`src/rtl/kbm_pkg.sv`:
```
package kbm_pkg;
   // status register bit positions (the host driver decodes these)
   localparam int ST_OBF = 0;
   localparam int ST_IBF = 1;
   localparam int ST_CMD = 3;
   localparam int ST_AUX = 5;
   // bits owned by hardware; all others belong to controller software
   localparam logic [7:0] ST_HW_MASK = 8'h0B;
   // control latch bit positions
   localparam int CTL_GATE = 0;
   localparam int CTL_KIRQ = 1;
   localparam int CTL_MIRQ = 2;
   localparam int CTL_W    = 3;
endpackage

```
`src/rtl/kbm_host_if.sv`:
```
module kbm_host_if #(
   parameter int DATA_W = 8
) (
   input  logic              clk,
   input  logic              rst_n,
   input  logic              cs,
   input  logic              rd,
   input  logic              wr,
   input  logic              addr,
   input  logic [DATA_W-1:0] status,
   input  logic [DATA_W-1:0] obuf,
   output logic              wr_any,
   output logic              wr_cmd,
   output logic              rd_data,
   output logic [DATA_W-1:0] rdata
);
   logic rd_any;

   assign wr_any  = cs & wr;
   assign wr_cmd  = addr;
   assign rd_any  = cs & rd;
   assign rd_data = rd_any & ~addr;

   always_ff @(posedge clk or negedge rst_n) begin
      if (!rst_n)
         rdata <= '0;
      else if (rd_any)
         rdata <= addr ? status : obuf;
   end
endmodule

```
`src/rtl/kbm_buffers.sv`:
```
module kbm_buffers #(
   parameter int DATA_W = 8
) (
   input  logic              clk,
   input  logic              rst_n,
   input  logic              h_wr,
   input  logic              h_cmd,
   input  logic [DATA_W-1:0] h_wdata,
   input  logic              h_rd_data,
   input  logic              c_ib_rd,
   input  logic              c_ob_wr,
   input  logic [DATA_W-1:0] c_ob_wdata,
   input  logic              c_stat_wr,
   input  logic [DATA_W-1:0] c_stat_wdata,
   input  logic              c_en_flags,
   output logic [DATA_W-1:0] ibuf,
   output logic [DATA_W-1:0] obuf,
   output logic [DATA_W-1:0] status,
   output logic              obf,
   output logic              ibf,
   output logic              flags_en
);
   import kbm_pkg::*;

   localparam logic [DATA_W-1:0] SW_MASK = ~DATA_W'(ST_HW_MASK);

   logic              cmd_q;
   logic [DATA_W-1:0] sw_q;

   // input buffer side: a host write wins over a controller read
   always_ff @(posedge clk or negedge rst_n) begin
      if (!rst_n) begin
         ibuf  <= '0;
         ibf   <= 1'b0;
         cmd_q <= 1'b0;
      end else if (h_wr) begin
         ibuf  <= h_wdata;
         ibf   <= 1'b1;
         cmd_q <= h_cmd;
      end else if (c_ib_rd) begin
         ibf   <= 1'b0;
      end
   end

   // output buffer side: a controller write wins over a host read
   always_ff @(posedge clk or negedge rst_n) begin
      if (!rst_n) begin
         obuf <= '0;
         obf  <= 1'b0;
      end else if (c_ob_wr) begin
         obuf <= c_ob_wdata;
         obf  <= 1'b1;
      end else if (h_rd_data) begin
         obf  <= 1'b0;
      end
   end

   // software-owned status bits, including the auxiliary output flag
   always_ff @(posedge clk or negedge rst_n) begin
      if (!rst_n)
         sw_q <= '0;
      else if (c_stat_wr)
         sw_q <= (sw_q & ~SW_MASK) | (c_stat_wdata & SW_MASK);
   end

   // enable-flags mode is sticky until reset
   always_ff @(posedge clk or negedge rst_n) begin
      if (!rst_n)
         flags_en <= 1'b0;
      else if (c_en_flags)
         flags_en <= 1'b1;
   end

   always_comb begin
      status         = sw_q & SW_MASK;
      status[ST_OBF] = obf;
      status[ST_IBF] = ibf;
      status[ST_CMD] = cmd_q;
   end
endmodule

```
`src/rtl/kbm_ctl_latch.sv`:
```
module kbm_ctl_latch #(
   parameter logic [kbm_pkg::CTL_W-1:0] RST_VAL = 3'b001
) (
   input  logic                      clk,
   input  logic                      rst_n,
   input  logic                      wr,
   input  logic [kbm_pkg::CTL_W-1:0] wdata,
   output logic                      gate,
   output logic                      kirq_lvl,
   output logic                      mirq_lvl
);
   import kbm_pkg::*;

   logic [CTL_W-1:0] ctl_q;

   always_ff @(posedge clk or negedge rst_n) begin
      if (!rst_n)
         ctl_q <= RST_VAL;
      else if (wr)
         ctl_q <= wdata;
   end

   assign gate     = ctl_q[CTL_GATE];
   assign kirq_lvl = ctl_q[CTL_KIRQ];
   assign mirq_lvl = ctl_q[CTL_MIRQ];
endmodule

```
`src/rtl/kbm_irq_gen.sv`:
```
module kbm_irq_gen #(
   parameter bit IRQ_REG = 1'b0
) (
   input  logic clk,
   input  logic rst_n,
   input  logic flags_en,
   input  logic obf,
   input  logic ibf,
   input  logic kirq_lvl,
   input  logic mirq_lvl,
   output logic kbd_irq,
   output logic mse_irq
);
   logic k_nxt, m_nxt;

   always_comb begin
      if (flags_en) begin
         k_nxt = obf & kirq_lvl;
         m_nxt = ~ibf & mirq_lvl;
      end else begin
         k_nxt = kirq_lvl;
         m_nxt = mirq_lvl;
      end
   end

   if (IRQ_REG) begin : g_reg
      always_ff @(posedge clk or negedge rst_n) begin
         if (!rst_n) begin
            kbd_irq <= 1'b0;
            mse_irq <= 1'b0;
         end else begin
            kbd_irq <= k_nxt;
            mse_irq <= m_nxt;
         end
      end
   end else begin : g_comb
      assign kbd_irq = k_nxt;
      assign mse_irq = m_nxt;
   end
endmodule

```
`src/rtl/kbd_host_mailbox.sv`:
```
module kbd_host_mailbox #(
   parameter int                        DATA_W  = 8,
   parameter bit                        IRQ_REG = 1'b0,
   parameter logic [kbm_pkg::CTL_W-1:0] CTL_RST = 3'b001
) (
   input  logic                      clk,
   input  logic                      rst_n,
   input  logic                      hst_cs,
   input  logic                      hst_rd,
   input  logic                      hst_wr,
   input  logic                      hst_addr,
   input  logic [DATA_W-1:0]         hst_wdata,
   output logic [DATA_W-1:0]         hst_rdata,
   input  logic                      mc_ib_rd,
   output logic [DATA_W-1:0]         mc_ib_data,
   input  logic                      mc_ob_wr,
   input  logic [DATA_W-1:0]         mc_ob_wdata,
   input  logic                      mc_stat_wr,
   input  logic [DATA_W-1:0]         mc_stat_wdata,
   input  logic                      mc_en_flags,
   input  logic                      mc_ctl_wr,
   input  logic [kbm_pkg::CTL_W-1:0] mc_ctl_wdata,
   output logic [DATA_W-1:0]         mc_status,
   output logic                      kbd_irq,
   output logic                      mse_irq,
   output logic                      gate_a20
);
   if (DATA_W < 8) begin : g_bad_width
      $error("kbd_host_mailbox: DATA_W must be at least 8");
   end
   if (CTL_RST[kbm_pkg::CTL_KIRQ] != 1'b0) begin : g_bad_rst
      $error("kbd_host_mailbox: keyboard irq level must reset to 0");
   end

   logic              h_wr, h_cmd, h_rd_data;
   logic [DATA_W-1:0] obuf, status;
   logic              obf, ibf, flags_en;
   logic              kirq_lvl, mirq_lvl;

   kbm_host_if #(.DATA_W(DATA_W)) u_host (
      .clk     (clk),
      .rst_n   (rst_n),
      .cs      (hst_cs),
      .rd      (hst_rd),
      .wr      (hst_wr),
      .addr    (hst_addr),
      .status  (status),
      .obuf    (obuf),
      .wr_any  (h_wr),
      .wr_cmd  (h_cmd),
      .rd_data (h_rd_data),
      .rdata   (hst_rdata)
   );

   kbm_buffers #(.DATA_W(DATA_W)) u_buf (
      .clk          (clk),
      .rst_n        (rst_n),
      .h_wr         (h_wr),
      .h_cmd        (h_cmd),
      .h_wdata      (hst_wdata),
      .h_rd_data    (h_rd_data),
      .c_ib_rd      (mc_ib_rd),
      .c_ob_wr      (mc_ob_wr),
      .c_ob_wdata   (mc_ob_wdata),
      .c_stat_wr    (mc_stat_wr),
      .c_stat_wdata (mc_stat_wdata),
      .c_en_flags   (mc_en_flags),
      .ibuf         (mc_ib_data),
      .obuf         (obuf),
      .status       (status),
      .obf          (obf),
      .ibf          (ibf),
      .flags_en     (flags_en)
   );

   kbm_ctl_latch #(.RST_VAL(CTL_RST)) u_ctl (
      .clk      (clk),
      .rst_n    (rst_n),
      .wr       (mc_ctl_wr),
      .wdata    (mc_ctl_wdata),
      .gate     (gate_a20),
      .kirq_lvl (kirq_lvl),
      .mirq_lvl (mirq_lvl)
   );

   kbm_irq_gen #(.IRQ_REG(IRQ_REG)) u_irq (
      .clk      (clk),
      .rst_n    (rst_n),
      .flags_en (flags_en),
      .obf      (obf),
      .ibf      (ibf),
      .kirq_lvl (kirq_lvl),
      .mirq_lvl (mirq_lvl),
      .kbd_irq  (kbd_irq),
      .mse_irq  (mse_irq)
   );

   assign mc_status = status;
endmodule

```
`config.mk`:
```
export PLATFORM = sky130hd
export DESIGN_NAME = kbd_host_mailbox
export DESIGN_NICKNAME = d
export VERILOG_FILES = /design/src/rtl/kbm_pkg.sv /design/src/rtl/kbm_host_if.sv /design/src/rtl/kbm_buffers.sv /design/src/rtl/kbm_ctl_latch.sv /design/src/rtl/kbm_irq_gen.sv /design/src/rtl/kbd_host_mailbox.sv
export SDC_FILE = /design/constraint.sdc
export NUM_CORES = 1
export LEC_CHECK = 0
export BUFFER_PORTS_ARGS = -buffer_cell sky130_fd_sc_hd__buf_4
export CORE_ASPECT_RATIO = 1.2
export CORE_MARGIN = 1
export CORE_UTILIZATION = 46
export CTS_CLUSTER_SIZE = 30
export DETAILED_ROUTE_END_ITERATION = 16
export PLACE_DENSITY_LB_ADDON = 0.08
export RECOVER_POWER = 100
export SYNTH_ARGS = -nofsm -noshare
export SYNTH_HDL_FRONTEND = slang
export SYNTH_SLANG_ARGS = --single-unit
```
`constraint.sdc`:
```
create_clock -name clk -period 1 [get_ports clk]
set_input_delay 0.15 -clock clk [delete_from_list [all_inputs] [get_ports clk]]
set_output_delay 0.15 -clock clk [all_outputs]
set_load 0.02 [all_outputs]
```
==> impl_metrics.ini, run 1 <==
[floorplanning]
dieWidth_um = 54.48
die_area_um2 = 3540
start_util_pct = 48.87
fp.dieH_um = 64.98
io_pins = 65
row_count = 22
core_area_um2 = 3110

[worst_setup_path]
worst-setup-path-type = flip-flop to output port
endpoint_kind = output port
critical_path.max_stage_delay_ns = 0.40
start_kind = flip-flop
crit_path_top_delay_cell = dfrtp_1
cp_cell_sequence = a21boi_1 -> buf_4
worst_ep_required_time_ns = 0.85
cp.arrival_ns = 1.04
worstPathMaxFanout = 2

[layout]
antennaDiodeCount = 0
layout_commonest_cell = buf_4
drive_gt1_share_pct = 60.94
utilization_pct = 74.46
nets = 229
finish.instance_area_um2 = 2316
layout_common_cells = 47 x buf_4, 35 x dfrtp_1, 25 x buf_6, 19 x clkbuf_4
area_delta_synth_final_pct = 52.35

[placement]
port_buffers = 61
placed_area_um2 = 1964
place.gp.congestion = 0.7331
place_ws_ns = 0.1242

[pwr]
vdd_drop_max_mv = 1.367
cellLeakagePower_uw = 0.001129
pwr_density_cell_nw_per_um2 = 1580

[clock_tree]
cts_root_buf = clkbuf_4
cts_made_buffers = 5
cts.sinks = 36
htreeDepth = 2
clk_latency_ns = 0.33
cts.path.max_buffers = 2
cts_tree = built
path_clk_slew_ns = 0.10

[global_routing]
antenna_found_initial = 0
grt_usage_pct = 19.70
grt_pass1_wl_um = 4802
grt_overflow_total = 0
grt_max_degree = 37
grt_pass1_vias = 1092

[min_path]
hold_class = input pin to flip-flop

[run]
drv_cap = 0

[sta]
hold_viol = 0
fin_crit_sh_pct = 118.9
relSlewSlack_pct = 68.10
finClkSkew_ns = 0.003747
rsz0062_at_grt = yes
period_needed_ns = 1.189
report.final.slew_viol_count = 0
fin_setup_tns_ns = -1.290
fmax_ghz = 0.8409
layout_setup_ws_ns = -0.1892
finalSetupViolations = 30
worst_pin_slew_ns = 0.4786

[outcome]
status = finished, violations left
violations = negative setup slack

[logic_synthesis]
yosys.area.top_type = dfrtp_1
syn_nets = 141
synth_seq_cells = 36
yosys_warnings = 0
synth-seq-area-share_pct = 59.34
synthDistinctLibCells = 17
netlist_instances = 103
synthTopCellsByArea = dfrtp_1 58%, mux2_2 12%, mux2_4 8.9%
avgSynthCellArea_um2 = 14.76
netlist_area_um2 = 1520
synth_top_cell_area_share_pct = 57.61

[drt]
vias = 1106
first_pass_iters = 4
drtAntennaViolNets = 0
drt_iter0_drc = 11
totalWireLength_um = 3083
remaining_drc_errors = 0
viasPerCell = 4.851
wl_per_cell_um = 13.52
[cells by family after synthesis]
logic type / after synthesis / synth area share [%]
multiplexers: 33 / 26.01
buffers and inverters: 10 / 4.856
AO/OA/AOI/OAI: 20 / 7.078
flip-flops: 36 / 59.34
AND/OR/NAND/NOR: 4 / 2.717
[worst max-delay path, delay by kind of cell, from the launching register on]
kind            cells  cell delay [ns]
flops               1             0.40
compound gates      1             0.15
buf+inv             1             0.16
[layout make-up]
class | instances | area (um2)
inverter | 2 | 7.507
timing repair buffer | 89 | 769.5
fill | 237 | 794.5
clock buffer | 8 | 58.81
sequential | 36 | 902.1
multi-input combinational | 57 | 533.0
tap | 36 | 45.04
[power breakdown]
part,total [uW],internal (uW),switching [uW]
Combinational,1120,670,454
Sequential,1750,1630,119
Clock,782,347,436
Total,3660,2650,1010
[registers in the layout, summed over array words and instances, names as in the netlist]
| name | cells |
|---|---|
| u_buf.cmd_q | 1 |
| u_buf.obf | 1 |
| u_host.rdata | 8 |
| u_buf.obuf | 8 |
| u_buf.flags_en | 1 |
| u_buf.ibuf | 8 |
| u_buf.ibf | 1 |
| u_buf.sw_q | 5 |
| u_ctl.ctl_q | 3 |
[repair_timing]
| item | in CTS | in global routing |
|---|---|---|
| endpoints found under the setup margin | 27 | 30 |
| setup buffers | 20 | 4 |
| hold buffers | 3 | 0 |
| cloned | 0 | 0 |
| resized for setup | 25 | 0 |
| hold endpoints to repair | 37 | 0 |
| pin swaps | 2 | 1 |
[synth_stat cells (all sizes together)]
library cell  number
inv                2
nand3b             1
o21ai              1
dfrtp             35
dfstp              1
a21oi             16
and2               1
mux2i              8
or2                1
mux2              25
nand2              1
a21o               1
buf                8
a21boi             2
[stage by stage]
stage               hold slack, ns  power [uW]  std cells
global placement            0.1229        2616        193
floorplan                  -0.1456        2242        103
global route               0.01859        3856        228
detailed placement          0.1305        2642        193
CTS                        0.02936        3687        224
finish                     0.03471        3659        228
[final timing paths]
kind	from	endpoint	slack, ns	cells past startpoint
max	u_buf.ibf$_DFFE_PN0P_	mse_irq	-0.19	2
min	hst_wdata[6]	u_buf.ibuf[6]$_DFFE_PN0P_	0.03	2
max reg2reg	u_buf.ibf$_DFFE_PN0P_	u_host.rdata[1]$_DFFE_PN0P_	-0.12	5
min reg2reg	u_buf.flags_en$_DFFE_PN0P_	u_buf.flags_en$_DFFE_PN0P_	0.51	1
max in group asynchronous	rst_n	u_ctl.ctl_q[0]$_DFFE_PN1P_	0.32	2
min in group asynchronous	rst_n	u_host.rdata[0]$_DFFE_PN0P_	0.33	2
[routing by layer]
metal | global-route usage (%) | routed length, um
met1 | 22.07 | 1230
met2 | 32.47 | 1572
met3 | 7.746 | 224
met5 | 0 | 0
met4 | 7.692 | 55
No activity file was read; power rests on OpenSTA's default activity.
==> run 2, diff against run 1 <==
--- a/config.mk
+++ b/config.mk
@@ -7,7 +7,9 @@
 export LEC_CHECK = 0
 export BUFFER_PORTS_ARGS = -buffer_cell sky130_fd_sc_hd__buf_4
+export CELL_PAD_IN_SITES_DETAIL_PLACEMENT = 0
+export CELL_PAD_IN_SITES_GLOBAL_PLACEMENT = 2
 export CORE_ASPECT_RATIO = 1.2
 export CORE_MARGIN = 1
-export CORE_UTILIZATION = 46
+export CORE_UTILIZATION = 30
 export CTS_CLUSTER_SIZE = 30
 export DETAILED_ROUTE_END_ITERATION = 16
==> constraint.sdc (replaced) <==
create_clock -name clk -period 1.34 [get_ports clk]
set_input_delay 0.201 -clock clk [delete_from_list [all_inputs] [get_ports clk]]
set_output_delay 0.201 -clock clk [all_outputs]
set_load 0.05 [all_outputs]
==> impl_metrics.ini, run 2 (synthesized netlist as in run 1, its figures left out) <==
[sta]
finalSetupViolations = 0
layout_setup_ws_ns = 0.08231
fin_setup_tns_ns = 0
worst_pin_slew_ns = 0.8145
rsz0062_at_grt = no
fin_crit_sh_pct = 93.86
period_needed_ns = 1.258
finClkSkew_ns = 0.009197
report.final.slew_viol_count = 0
timing.hold.ws_ns = 0.09831
relSlewSlack_pct = 45.70
hold_viol = 0
fmax_ghz = 0.7951

[outcome]
status = finished, final reports clean

[worst_setup_path]
crit_path_top_delay_cell = dfrtp_1
critical_path.max_stage_delay_ns = 0.39
cp_cell_sequence = clkbuf_1 -> clkbuf_4
start_kind = flip-flop
cp.arrival_ns = 1.06
critPathTopFamily = flip-flops
worstPathMaxFanout = 3
endpoint_kind = output port
worst_ep_required_time_ns = 1.14
worst-setup-path-type = flip-flop to output port
path_buf_inv = 2

[run]
drv_cap = 0

[pwr]
vdd_drop_max_mv = 0.5749
cellLeakagePower_uw = 0.0009405
pwr_density_cell_nw_per_um2 = 1422

[floorplanning]
core_area_um2 = 4905
row_count = 28
io_pins = 65
dieWidth_um = 66.99
fp.dieH_um = 79.98
die_area_um2 = 5357
start_util_pct = 30.99

[layout]
drive_gt1_share_pct = 53.61
register_area_um2 = 902.1
utilization_pct = 40.64
nFillCells = 505
reg.largest.list = u_buf.ibuf: 8 flops, u_buf.obuf: 8 flops, u_host.rdata: 8 flops
antennaDiodeCount = 0
nets = 203
final_cells = 226
multi_input_comb_area_um2 = 518.0
area_delta_synth_final_pct = 31.11
layout_common_cells = 35 x buf_4, 35 x dfrtp_1, 23 x clkbuf_2, 16 x mux2_2, 16 x a21oi_1

[drt]
wl_per_cell_um = 14.38
totalWireLength_um = 3251
first_pass_iters = 3
drtAntennaViolNets = 0
drt_iter0_drc = 58
vias = 1025
viasPerCell = 4.535
remaining_drc_errors = 0

[global_routing]
grt_usage_pct = 13.30
grt_use_met1_pct = 16.38
busiest_layer = met2
grt_overflow_total = 0
grtUsageMet2_pct = 21.72
antenna_found_initial = 0
grt_pass1_vias = 1048
grt_pass1_wl_um = 5147
grt_max_degree = 37
use_met3_pct = 4.143

[clock_tree]
cts_resized = 0
path_clk_slew_ns = 0.07
cts_made_buffers = 5
cts.path.max_buffers = 2
cts.sinks = 36
clk_latency_ns = 0.28
cts_tree = built
htreeDepth = 2
cts_root_buf = clkbuf_8

[min_path]
hold_class = input pin to flip-flop

[placement]
place.gp.congestion = 0.6786
dp.cells = 216
port_buffers = 61
dpl.hpwl_um = 2254
place_ws_ns = 0.3257
-- run 2: final cells by class --
type	count	area share [%]
flip-flops and latches	36	45.26
multi-input cells	57	25.99
repair buffers	63	20.53
clock buffers	7	3.829
well taps	60	3.766
inverters	2	0.3766
clock inverters	1	0.2511
-- run 2: routing by layer --
layer | vias up | share of wire (%)
li1 | 478 | -
met1 | 503 | 42
met2 | 38 | 50
met3 | 6 | 5.9
met5 | - | 0
met4 | 0 | 1.3
-- run 2: what timing repair did --
| action | in CTS | in global routing |
|---|---|---|
| buffers inserted | 0 | 1 |
| endpoints found under the setup margin | 0 | 1 |
| hold buffers | 1 | 0 |
| hold endpoints to repair | 35 | 0 |
-- run 2: stage by stage --
| stage | total power (uW) | instance area [um2] |
|---|---|---|
| after floorplan | 1929 | 1528 |
| after global placement | 2226 | 1994 |
| after detailed placement | 2241 | 1994 |
| after CTS | 2989 | 2086 |
| after global routing | 2986 | 1993 |
| final | 2834 | 1993 |
-- run 2: path summary, 6_finish.rpt --
| path | cells past startpoint | start | slack [ns] | endpoint |
|---|---|---|---|---|
| worst min register to register | 1 | u_buf.ibuf[1]$_DFFE_PN0P_ | 0.50 | u_buf.ibuf[1]$_DFFE_PN0P_ |
| worst min-delay path | 2 | mc_ib_rd | 0.1 | u_buf.ibf$_DFFE_PN0P_ |
| max in group asynchronous | 2 | rst_n | 0.27 | u_buf.ibuf[1]$_DFFE_PN0P_ |
| min in group asynchronous | 2 | rst_n | 0.55 | u_buf.obuf[0]$_DFFE_PN0P_ |
| worst max register to register | 3 | u_buf.obf$_DFFE_PN0P_ | 0.48 | u_host.rdata[0]$_DFFE_PN0P_ |
| worst max-delay path | 2 | u_buf.obf$_DFFE_PN0P_ | 0.08 | mc_status[0] |
-- run 2: report_power, final --
group          internal (uW)  switching, uW
Clock                    364            359
Sequential              1220           77.9
Combinational            251            560
Total                   1840            997
==> run 3, diff against run 2 <==
- CORE_UTILIZATION: 30 -> 31
- SYNTH_HIERARCHICAL: not set -> 1
==> impl_metrics.ini, run 3 <==
[worst_setup_path]
worst_ep_required_time_ns = 1.14
critPathTopFamily = flip-flops
worstPathMaxFanout = 2
crit_path_top_delay_cell = dfstp_2
endpoint_kind = output port
r2r_start = u_buf/obf$_DFFE_PN0P_
worstSetupStartpoint = u_ctl/ctl_q[0]$_DFFE_PN1P_
path_buf_inv = 1
path_depth = 1
worst-setup-path-type = flip-flop to output port
start_kind = flip-flop
cp.arrival_ns = 1.06
cp_cell_sequence = buf_2
rrSetupSlack_ns = 0.45
crit_path_end = gate_a20
r2r_cells = 3
r2r-end = u_host/rdata[0]$_DFFE_PN0P_
critical_path.max_stage_delay_ns = 0.52

[floorplanning]
io_pins = 65
row_count = 28
die_area_um2 = 5513
fp.dieH_um = 81.14
core_area_um2 = 4975
start_util_pct = 32.52
dieWidth_um = 67.95

[drt]
wl_met3_um = 192
drtAntennaViolNets = 0
remaining_drc_errors = 0
route.met2.wl_um = 1503
first_pass_iters = 2
drt_iter0_drc = 20
wl_met1_um = 1345
vias = 1012
totalWireLength_um = 3101
viasPerCell = 4.419
dr.max_layer_used = met4
wl_per_cell_um = 13.54

[logic_synthesis]
synth.most_common_cell = dfrtp_1
synth-seq-area-share_pct = 55.76
synthTopCellsByArea = dfrtp_1 54%, mux2_4 16%, mux2_2 5.6%
yosys.area.top_type = dfrtp_1
synth_top_cell_area_share_pct = 54.14
synthArstFlopShare_pct = 100.0
synth-edff-count = 0
synthDistinctLibCells = 18
yosys-top-cells-count = 35 x dfrtp_1, 17 x mux2_4
avgSynthCellArea_um2 = 15.26
netlist_instances = 106
synth_seq_cells = 36
synth_ff_type = dfrtp_1
syn_nets = 144
netlist_area_um2 = 1618
yosys_warnings = 6

[global_routing]
grt_pass1_vias = 1046
grt_usage_pct = 12.49
antenna_found_initial = 0
grt_pass1_wl_um = 4905
grt_max_degree = 37
grt_overflow_total = 0

[sta]
finalSetupViolations = 0
relSlewSlack_pct = 45.66
hold_viol = 0
period_needed_ns = 1.257
finClkSkew_ns = 0.004988
report.final.slew_viol_count = 0
layout_setup_ws_ns = 0.08290
fin_crit_sh_pct = 93.81
fin_setup_tns_ns = 0
rsz0062_at_grt = no
worst_pin_slew_ns = 0.8151
fmax_ghz = 0.7955

[pwr]
seqPwrFrac_pct = 44.8
switchingPower_uw = 994.0
power.total_uw = 2892
clock_power_share_pct = 26.7
switching_share_pct = 34.37
vdd_drop_max_mv = 0.7087
cellLeakagePower_uw = 0.0009676
p_int_uw = 1898
combinationalPowerShare_pct = 28.6
pwr_density_cell_nw_per_um2 = 1416

[placement]
port_buffers = 61
place_ws_ns = 0.02959
place.gp.congestion = 0.6245
dpl.hpwl_um = 2333
placed_area_um2 = 2063

[clock_tree]
path_clk_slew_ns = 0.07
cts.sinks = 36
htreeDepth = 2
cts_made_buffers = 5
clk_latency_ns = 0.28
cts_resized = 0
cts_tree = built
cts_root_buf = clkbuf_8
cts.path.max_buffers = 2

[outcome]
status = finished, final reports clean

[min_path]
hold_class = input pin to flip-flop

[layout]
layout_commonest_cell = buf_4
finish.instance_area_um2 = 2042
reg.largest.list = u_buf/ibuf: 8 flops, u_buf/obuf: 8 flops, u_host/rdata: 8 flops
nets = 206
antennaDiodeCount = 0
drive_gt1_share_pct = 54.44
layout_common_cells = 37 x buf_4, 35 x dfrtp_1, 24 x clkbuf_2, 16 x mux2_1, 9 x mux2_2
area_delta_synth_final_pct = 26.22

[run]
drv_cap = 0
## run 3: how the worst min path moves through the flow
stage / start / cells past startpoint / to / slack [ns]
after floorplan: rst_n / 0 / u_buf/cmd_q$_DFFE_PN0P_ / -0.09
after global placement: rst_n / 1 / u_buf/obuf[0]$_DFFE_PN0P_ / 0.19
after detailed placement: rst_n / 1 / u_buf/obuf[0]$_DFFE_PN0P_ / 0.19
after CTS: mc_en_flags / 2 / u_buf/flags_en$_DFFE_PN0P_ / 0.10
after global routing: mc_en_flags / 2 / u_buf/flags_en$_DFFE_PN0P_ / 0.11
final: mc_en_flags / 2 / u_buf/flags_en$_DFFE_PN0P_ / 0.11
## run 3: timing repair
item	4_1_cts	5_1_grt
endpoints found under the setup margin	0	1
hold buffers	1	0
hold endpoints to repair	35	0
buffers inserted	0	1
## run 3: per-stage QoR
step | hold WS, ns | util [%] | std cells
2_1_floorplan | -0.09459 | - | 106
3_3_place_gp | 0.1862 | 41.47 | 219
3_5_place_dp | 0.1928 | 41.47 | 219
4_1_cts | 0.1020 | 43.49 | 228
5_1_grt | 0.1053 | 41.05 | 229
6_report | 0.1144 | 41.05 | 229
## run 3: power groups by stage
stage               registers (uW)  clock network, uW  logic (uW)
global placement              1320                  0         947
floorplan                     1640                  0         338
finish                        1300                771         826
CTS                           1310                815         960
detailed placement            1320                  0         957
global route                  1310                854         876
## run 3: logic make-up (layout without fill, tap and decap cells)
kind of cell           after synthesis  after routing  synth area share, %
buffers and inverters               13             76                7.038
multiplexers                        33             33                26.30
AO/OA/AOI/OAI                       20             20                8.740
AND/OR/NAND/NOR                      4              4                2.166
flip-flops                          36             36                55.76
## run 3: metal layers
| layer | track usage, % | vias up |
|---|---|---|
| met1 | 16.13 | 486 |
| li1 | - | 483 |
| met3 | 4.073 | 6 |
| met2 | 18.43 | 37 |
| met5 | 0 | - |
| met4 | 6.250 | 0 |
## run 3: final cells by class
class	count	area [um2]
Sequential cell	36	902.1
Timing Repair Buffer	65	425.4
Tap cell	60	75.07
Fill cell	503	2933
Clock buffer	8	90.09
Inverter	3	11.26
Multi-Input combinational cell	57	538.0
